$ cat config.mk
export PLATFORM = sky130hd
export DESIGN_NAME = nest_irq_ctrl
export DESIGN_NICKNAME = d
export VERILOG_FILES = /design/src/rtl/nic_pkg.sv /design/src/rtl/nic_pend_bank.sv /design/src/rtl/nic_arbiter.sv /design/src/rtl/nic_level_stack.sv /design/src/rtl/nest_irq_ctrl.sv
export SDC_FILE = /design/constraint.sdc
export NUM_CORES = 1
export LEC_CHECK = 0
export BUFFER_PORTS_ARGS = -buffer_cell sky130_fd_sc_hd__buf_2
export CAP_MARGIN = 20
export CELL_PAD_IN_SITES_DETAIL_PLACEMENT = 1
export CELL_PAD_IN_SITES_GLOBAL_PLACEMENT = 2
export CORE_MARGIN = 2
export CORE_UTILIZATION = 30
export DETAILED_ROUTE_END_ITERATION = 10
export GPL_TIMING_DRIVEN = 1
export PLACE_DENSITY_LB_ADDON = 0.1
export SYNTH_ARGS = -nofsm -noshare
export SYNTH_HDL_FRONTEND = slang
export SYNTH_SLANG_ARGS = --single-unit
$ cat constraint.sdc
create_clock -name clk -period 50.1 [get_ports clk]
set_clock_uncertainty 0.05 [all_clocks]
set_input_delay 2.505 -clock clk [delete_from_list [all_inputs] [get_ports clk]]
set_output_delay 2.505 -clock clk [all_outputs]
set_load 0.02 [all_outputs]
$ cat src/rtl/nic_pkg.sv
package nic_pkg;
  localparam int PRIO_BYTE_W = 8;
  localparam int LVL_W       = 4;

  typedef logic [LVL_W-1:0] lvl_t;

  // Urgency level carried by a priority byte: upper nibble only.
  function automatic lvl_t lvl_of(input logic [PRIO_BYTE_W-1:0] b);
    return b[PRIO_BYTE_W-1 -: LVL_W];
  endfunction
endpackage

$ cat src/rtl/nic_pend_bank.sv
module nic_pend_bank #(
  parameter int N_IRQ = 32
) (
  input  logic             clk,
  input  logic             rst,
  input  logic [N_IRQ-1:0] irq_in,
  input  logic             set_en_we,
  input  logic             clr_en_we,
  input  logic             clr_pend_we,
  input  logic             mode_we,
  input  logic [N_IRQ-1:0] cfg_mask,
  input  logic [N_IRQ-1:0] ack_clr,
  input  logic [N_IRQ-1:0] active,
  output logic [N_IRQ-1:0] en_q,
  output logic [N_IRQ-1:0] pend_q
);
  logic [N_IRQ-1:0] in_d_q;
  logic [N_IRQ-1:0] edge_mode_q;
  logic [N_IRQ-1:0] rise, lvl_set, set_vec, sw_clr;

  always_comb begin
    rise    = irq_in & ~in_d_q;
    // a level line in service, or being acknowledged now, is not re-pended
    lvl_set = irq_in & ~active & ~ack_clr & ~edge_mode_q;
    set_vec = (rise & edge_mode_q) | lvl_set;
    sw_clr  = clr_pend_we ? cfg_mask : '0;
  end

  always_ff @(posedge clk) begin
    if (rst) begin
      in_d_q      <= '0;
      edge_mode_q <= '0;
      pend_q      <= '0;
      en_q        <= '0;
    end else begin
      in_d_q <= irq_in;
      if (mode_we) edge_mode_q <= cfg_mask;
      pend_q <= ((pend_q & ~ack_clr) | set_vec) & ~sw_clr;
      if (set_en_we)      en_q <= en_q | cfg_mask;
      else if (clr_en_we) en_q <= en_q & ~cfg_mask;
    end
  end

  assert_set_enable_R5: assert property (@(posedge clk) disable iff (rst)
    set_en_we |=> ((en_q & $past(cfg_mask)) == $past(cfg_mask)));

  assert_clear_enable_R5: assert property (@(posedge clk) disable iff (rst)
    (clr_en_we && !set_en_we) |=> ((en_q & $past(cfg_mask)) == '0));

  assert_clear_pending_R12: assert property (@(posedge clk) disable iff (rst)
    clr_pend_we |=> ((pend_q & $past(cfg_mask)) == '0));
endmodule

$ cat src/rtl/nic_arbiter.sv
module nic_arbiter
  import nic_pkg::*;
#(
  parameter int N_IRQ = 32,
  localparam int ID_W = (N_IRQ > 1) ? $clog2(N_IRQ) : 1
) (
  input  logic [N_IRQ-1:0] cand,
  input  lvl_t             lvl [N_IRQ],
  output logic             valid,
  output logic [ID_W-1:0]  win_id,
  output lvl_t             win_lvl
);
  // Scan from the top line down; "<=" lets a lower number take a tie.
  always_comb begin
    valid   = 1'b0;
    win_id  = '0;
    win_lvl = '1;
    for (int i = N_IRQ - 1; i >= 0; i--) begin
      if (cand[i] && (!valid || lvl[i] <= win_lvl)) begin
        valid   = 1'b1;
        win_id  = ID_W'(i);
        win_lvl = lvl[i];
      end
    end
  end
endmodule

$ cat src/rtl/nic_level_stack.sv
module nic_level_stack
  import nic_pkg::*;
#(
  parameter int DEPTH = 16,
  parameter int ID_W  = 5,
  localparam int CNT_W = $clog2(DEPTH + 1),
  localparam int IDX_W = (DEPTH > 1) ? $clog2(DEPTH) : 1
) (
  input  logic            clk,
  input  logic            rst,
  input  logic            push,
  input  logic            pop,
  input  lvl_t            push_lvl,
  input  logic [ID_W-1:0] push_id,
  output logic            empty,
  output logic            full,
  output lvl_t            top_lvl,
  output logic [ID_W-1:0] top_id
);
  lvl_t            lvl_mem [DEPTH];
  logic [ID_W-1:0] id_mem  [DEPTH];
  logic [CNT_W-1:0] depth_q;
  logic [IDX_W-1:0] top_idx, wr_idx;

  always_comb begin
    empty   = (depth_q == '0);
    full    = (depth_q == CNT_W'(DEPTH));
    top_idx = IDX_W'(depth_q - 1'b1);
    wr_idx  = IDX_W'(depth_q);
    top_lvl = lvl_mem[top_idx];
    top_id  = id_mem[top_idx];
  end

  always_ff @(posedge clk) begin
    if (rst) begin
      depth_q <= '0;
    end else if (push && pop && !empty) begin
      lvl_mem[top_idx] <= push_lvl;
      id_mem[top_idx]  <= push_id;
    end else if (push && !full) begin
      lvl_mem[wr_idx] <= push_lvl;
      id_mem[wr_idx]  <= push_id;
      depth_q         <= depth_q + 1'b1;
    end else if (pop && !empty) begin
      depth_q <= depth_q - 1'b1;
    end
  end

  assert_no_overflow_R9: assert property (@(posedge clk) disable iff (rst)
    depth_q <= CNT_W'(DEPTH));

  assert_push_grows_R9: assert property (@(posedge clk) disable iff (rst)
    (push && !pop && !full) |=> (depth_q == $past(depth_q) + 1'b1));
endmodule

$ cat src/rtl/nest_irq_ctrl.sv
module nest_irq_ctrl
  import nic_pkg::*;
#(
  parameter int N_IRQ       = 32,
  parameter int STACK_DEPTH = 16,
  localparam int ID_W = (N_IRQ > 1) ? $clog2(N_IRQ) : 1
) (
  input  logic                   clk,
  input  logic                   rst,
  input  logic [N_IRQ-1:0]       irq_in,
  input  logic                   set_en_we,
  input  logic                   clr_en_we,
  input  logic                   clr_pend_we,
  input  logic                   mode_we,
  input  logic [N_IRQ-1:0]       cfg_mask,
  input  logic                   prio_we,
  input  logic [ID_W-1:0]        prio_idx,
  input  logic [PRIO_BYTE_W-1:0] prio_byte,
  input  logic                   irq_ack,
  input  logic                   irq_eoi,
  output logic                   irq_req,
  output logic [ID_W-1:0]        irq_id
);
  lvl_t             prio_q [N_IRQ];
  logic [N_IRQ-1:0] en_q, pend_q, active_q;
  logic [N_IRQ-1:0] ack_clr, eoi_clr;
  logic             ack_take, eoi_take, grant_ok;
  logic             win_valid, stk_empty, stk_full;
  logic [ID_W-1:0]  win_id, top_id;
  lvl_t             win_lvl, top_lvl;
  logic             req_q;
  logic [ID_W-1:0]  id_q;

  always_ff @(posedge clk) begin
    if (rst) begin
      for (int i = 0; i < N_IRQ; i++) prio_q[i] <= '0;
    end else if (prio_we) begin
      prio_q[prio_idx] <= lvl_of(prio_byte);
    end
  end

  always_comb begin
    ack_take = irq_ack & req_q;
    eoi_take = irq_eoi & ~stk_empty;
    ack_clr  = '0;
    eoi_clr  = '0;
    if (ack_take) ack_clr[id_q]   = 1'b1;
    if (eoi_take) eoi_clr[top_id] = 1'b1;
    grant_ok = win_valid & ~stk_full & (stk_empty | (win_lvl < top_lvl));
  end

  nic_pend_bank #(.N_IRQ(N_IRQ)) u_pend (
    .clk(clk), .rst(rst), .irq_in(irq_in),
    .set_en_we(set_en_we), .clr_en_we(clr_en_we),
    .clr_pend_we(clr_pend_we), .mode_we(mode_we), .cfg_mask(cfg_mask),
    .ack_clr(ack_clr), .active(active_q),
    .en_q(en_q), .pend_q(pend_q)
  );

  nic_arbiter #(.N_IRQ(N_IRQ)) u_arb (
    .cand(pend_q & en_q), .lvl(prio_q),
    .valid(win_valid), .win_id(win_id), .win_lvl(win_lvl)
  );

  nic_level_stack #(.DEPTH(STACK_DEPTH), .ID_W(ID_W)) u_stack (
    .clk(clk), .rst(rst), .push(ack_take), .pop(eoi_take),
    .push_lvl(prio_q[id_q]), .push_id(id_q),
    .empty(stk_empty), .full(stk_full), .top_lvl(top_lvl), .top_id(top_id)
  );

  always_ff @(posedge clk) begin
    if (rst) begin
      active_q <= '0;
      req_q    <= 1'b0;
      id_q     <= '0;
    end else begin
      active_q <= (active_q & ~eoi_clr) | ack_clr;
      req_q    <= ack_take ? 1'b0 : grant_ok;
      if (grant_ok) id_q <= win_id;
    end
  end

  assign irq_req = req_q;
  assign irq_id  = id_q;

  assert_req_drops_after_ack_R7: assert property (@(posedge clk) disable iff (rst)
    ack_take |=> !irq_req);

  assert_no_req_when_full_R8: assert property (@(posedge clk) disable iff (rst)
    irq_req |-> !stk_full);
endmodule

==> results.cfg <==
[run_status]
status = completed

[critical_path]
cpMaxStageDelayCell = o41a_1
cp_num_buf_inv = 34
required_ns = 50.58
critPathMostFrequentCell = ha_1
arrival_ns = 48.35
criticalPathCategory = register to register
max_stage_delay_ns = 0.47
critical_path.top_delay_family = compound AO/OA/AOI/OAI gates
cp_max_fo = 7
crit_path_end_kind = register
start_kind = register

[place]
dpl.cell_count = 3756
post_dp_cell_area_mm2 = 0.0268
dp_hpwl_um = 66900
gp_congestion = 0.852
io_buffers = 87

[global_routing]
grt_pass1_vias = 21941
grt_pass1_wl_um = 137000
grt-ovfl-total = 0
grt_use_total_pct = 21.0
antenna_found_initial = 6
grt_max_degree = 92

[cts]
insertion_delay_ns = 0.62
cts_buffers = 52
numClockSinks = 443
htree_num_levels = 2
cts_tree = yes
clock_path_buffers = 3
clk_pin_slew_ns = 0.06
ctsHoldBuffers = 0
cts_root_buffer = clkbuf_16

[logic_synthesis]
yosysSeqAreaShare_pct = 41.8
syn_area_per_cell_um2 = 9.41
ys_ff_latch = 443
synth-edff-count = 144
yosysUniqueCellTypes = 100
netlist_instances = 2622
ys.warnings.count = 0
synth_area_mm2 = 0.0247
synth_ff_type = dfxtp_1
synth_fp_nets = 2819
async_reset_ff_share_pct = 0

[job]
drv_cap = 0

[routing]
post_drt_wl_per_cell_um = 23.2
vias_per_cell = 5.36
drtAntennaViolNets = 0
drtPass1Iterations = 5
drt_wl_total_um = 91300
drt-initial-drc-count = 1065
vias = 21087
drc_errors = 0

[power]
p_per_area_mw_per_mm2 = 40.6
ir_drop_uv = 27.0
p_leak_nw = 11.3
p_total_w = 0.00122

[floorplanning]
ios = 92
coreArea_mm2 = 0.0817
die_x_um = 291
initial_core_util_pct = 30.2
die_y_um = 291
die_area_mm2 = 0.0845
row_count = 105

[timing]
slew-limit-headroom_pct = 24.0
min_period_ns = 47.87
hold_viol_final = 0
post-route-period-util_pct = 95.6
slew_violations = 0
final-setup-viol-count = 0
fmax_mhz = 20.9
tightest_slew_ns = 1.14

[cells_and_area]
drive_above_1_share_pct = 23.3
layout_commonest_cell = dfxtp_1
most-common-layout-cells = 294 x dfxtp_1, 285 x nand2_1, 264 x nor2_1
layout.nets = 3014
utilization_pct = 36.9
syn_to_final_growth_pct = 22.3
nFillCells = 9217
instances_no_fill = 3931
fin_area_mm2 = 0.0302

[worst_hold_path]
hp-class = register to register
flip-flops by register name (all words and copies together) (netlist names), 5 cells and up, named ones only:
signal / cells
irq_id: 5
active_q: 32
prio_q: 128
u_stack.lvl_mem: 64
u_pend.pend_q: 32
u_stack.depth_q: 5
u_pend.in_d_q: 32
u_pend.edge_mode_q: 32
u_stack.id_mem: 80
metrics by stage:
stage,setup WS (ns),TNS (ns),hold WS (ns)
after floorplan,1.37,0,0.396
after global placement,-0.776,-3.95,0.412
after detailed placement,-1.44,-7.99,0.420
after CTS,0.00598,0,0.428
after global routing,-0.166,-0.710,0.445
final,2.23,0,0.429
cell usage after synthesis (all sizes together), types with 16 or more instances:
| library cell | number | share of area, % |
|---|---|---|
| nor2 | 277 | 4.2 |
| a22oi | 80 | 2.5 |
| nand2 | 290 | 4.4 |
| and2 | 26 | 0.66 |
| nand2b | 27 | 0.68 |
| clkbuf | 111 | 1.7 |
| o21ai | 145 | 2.9 |
| a21oi | 181 | 3.7 |
| ha | 111 | 5.6 |
| a211oi | 41 | 1.2 |
| o21a | 27 | 0.82 |
| buf | 16 | 0.28 |
| or3 | 16 | 0.41 |
| inv | 135 | 2.1 |
| or2 | 22 | 0.56 |
| mux2i | 111 | 4.5 |
| mux2 | 20 | 0.93 |
| a21o | 26 | 0.79 |
| dfxtp | 299 | 24 |
| edfxtp | 144 | 18 |
| nor2b | 65 | 1.6 |
| nor3 | 21 | 0.43 |
| mux4 | 77 | 7.0 |
| nand3 | 104 | 2.1 |
worst paths after layout:
| check | from | end | slack, ns | cells after the start |
|---|---|---|---|---|
| setup / recovery | u_pend.pend_q[31] | irq_id[1] | 2.23 | 276 |
| hold reg to reg | active_q[27] | active_q[27] | 0.43 | 2 |
| hold / removal | active_q[27] | active_q[27] | 0.43 | 2 |
| setup reg to reg | u_pend.pend_q[31] | irq_id[1] | 2.23 | 276 |
area by class of cell:
cell class / instances / area (µm²) / share of cell area [%]
repair buffers: 268 / 1860 / 6.16
clock inverters: 24 / 179 / 0.593
flip-flops and latches: 443 / 10300 / 34.2
multi-input cells: 1917 / 14500 / 47.9
inverters: 135 / 507 / 1.68
clock buffers: 73 / 1510 / 5.01
well taps: 1070 / 1340 / 4.44
diodes: 1 / 2.50 / 0.00830
logic make-up (layout without fill, tap and decap cells):
| group | Yosys count | count (layout) | share of synthesized area (%) |
|---|---|---|---|
| other | 0 | 1 | 0 |
| xor gates and xnor gates | 14 | 14 | 0.497 |
| muxes | 208 | 208 | 12.5 |
| buffers and inverters | 262 | 500 | 4.02 |
| and+or+nand+nor | 912 | 912 | 17.1 |
| adders and majority gates | 116 | 116 | 5.84 |
| DFF | 443 | 443 | 41.8 |
| AOI/OAI and AO/OA | 667 | 667 | 18.3 |
metal layers:
| metal | vias up | track usage [%] | part of all wire (%) |
|---|---|---|---|
| li1 | 10012 | - | - |
| met1 | 10694 | 27.2 | 45 |
| met2 | 270 | 37.5 | 50 |
| met3 | 111 | 2.08 | 2.4 |
| met4 | 0 | 5.21 | 2.8 |
| met5 | - | 0 | 0 |
power breakdown:
group          switching [W]  internal, W  total (W)
logic               0.000272     0.000171   0.000443
clock network       0.000162     0.000211   0.000374
registers          0.0000147     0.000394   0.000408
total               0.000449     0.000776    0.00122
timing repair:
item | 4_1_cts | 5_1_grt
setup endpoints to repair | 6 | 6
setup buffers | 14 | 60
pin swaps | 15 | 122
cloned | 0 | 1
gates resized for setup | 45 | 200
tightest hold or removal path, stage by stage (launching register included):
cell and delay [ns]:
dfxtp_1 0.30, o21ai_0 0.07, a21oi_1 0.06
Power figures use the tool's default switching activity.
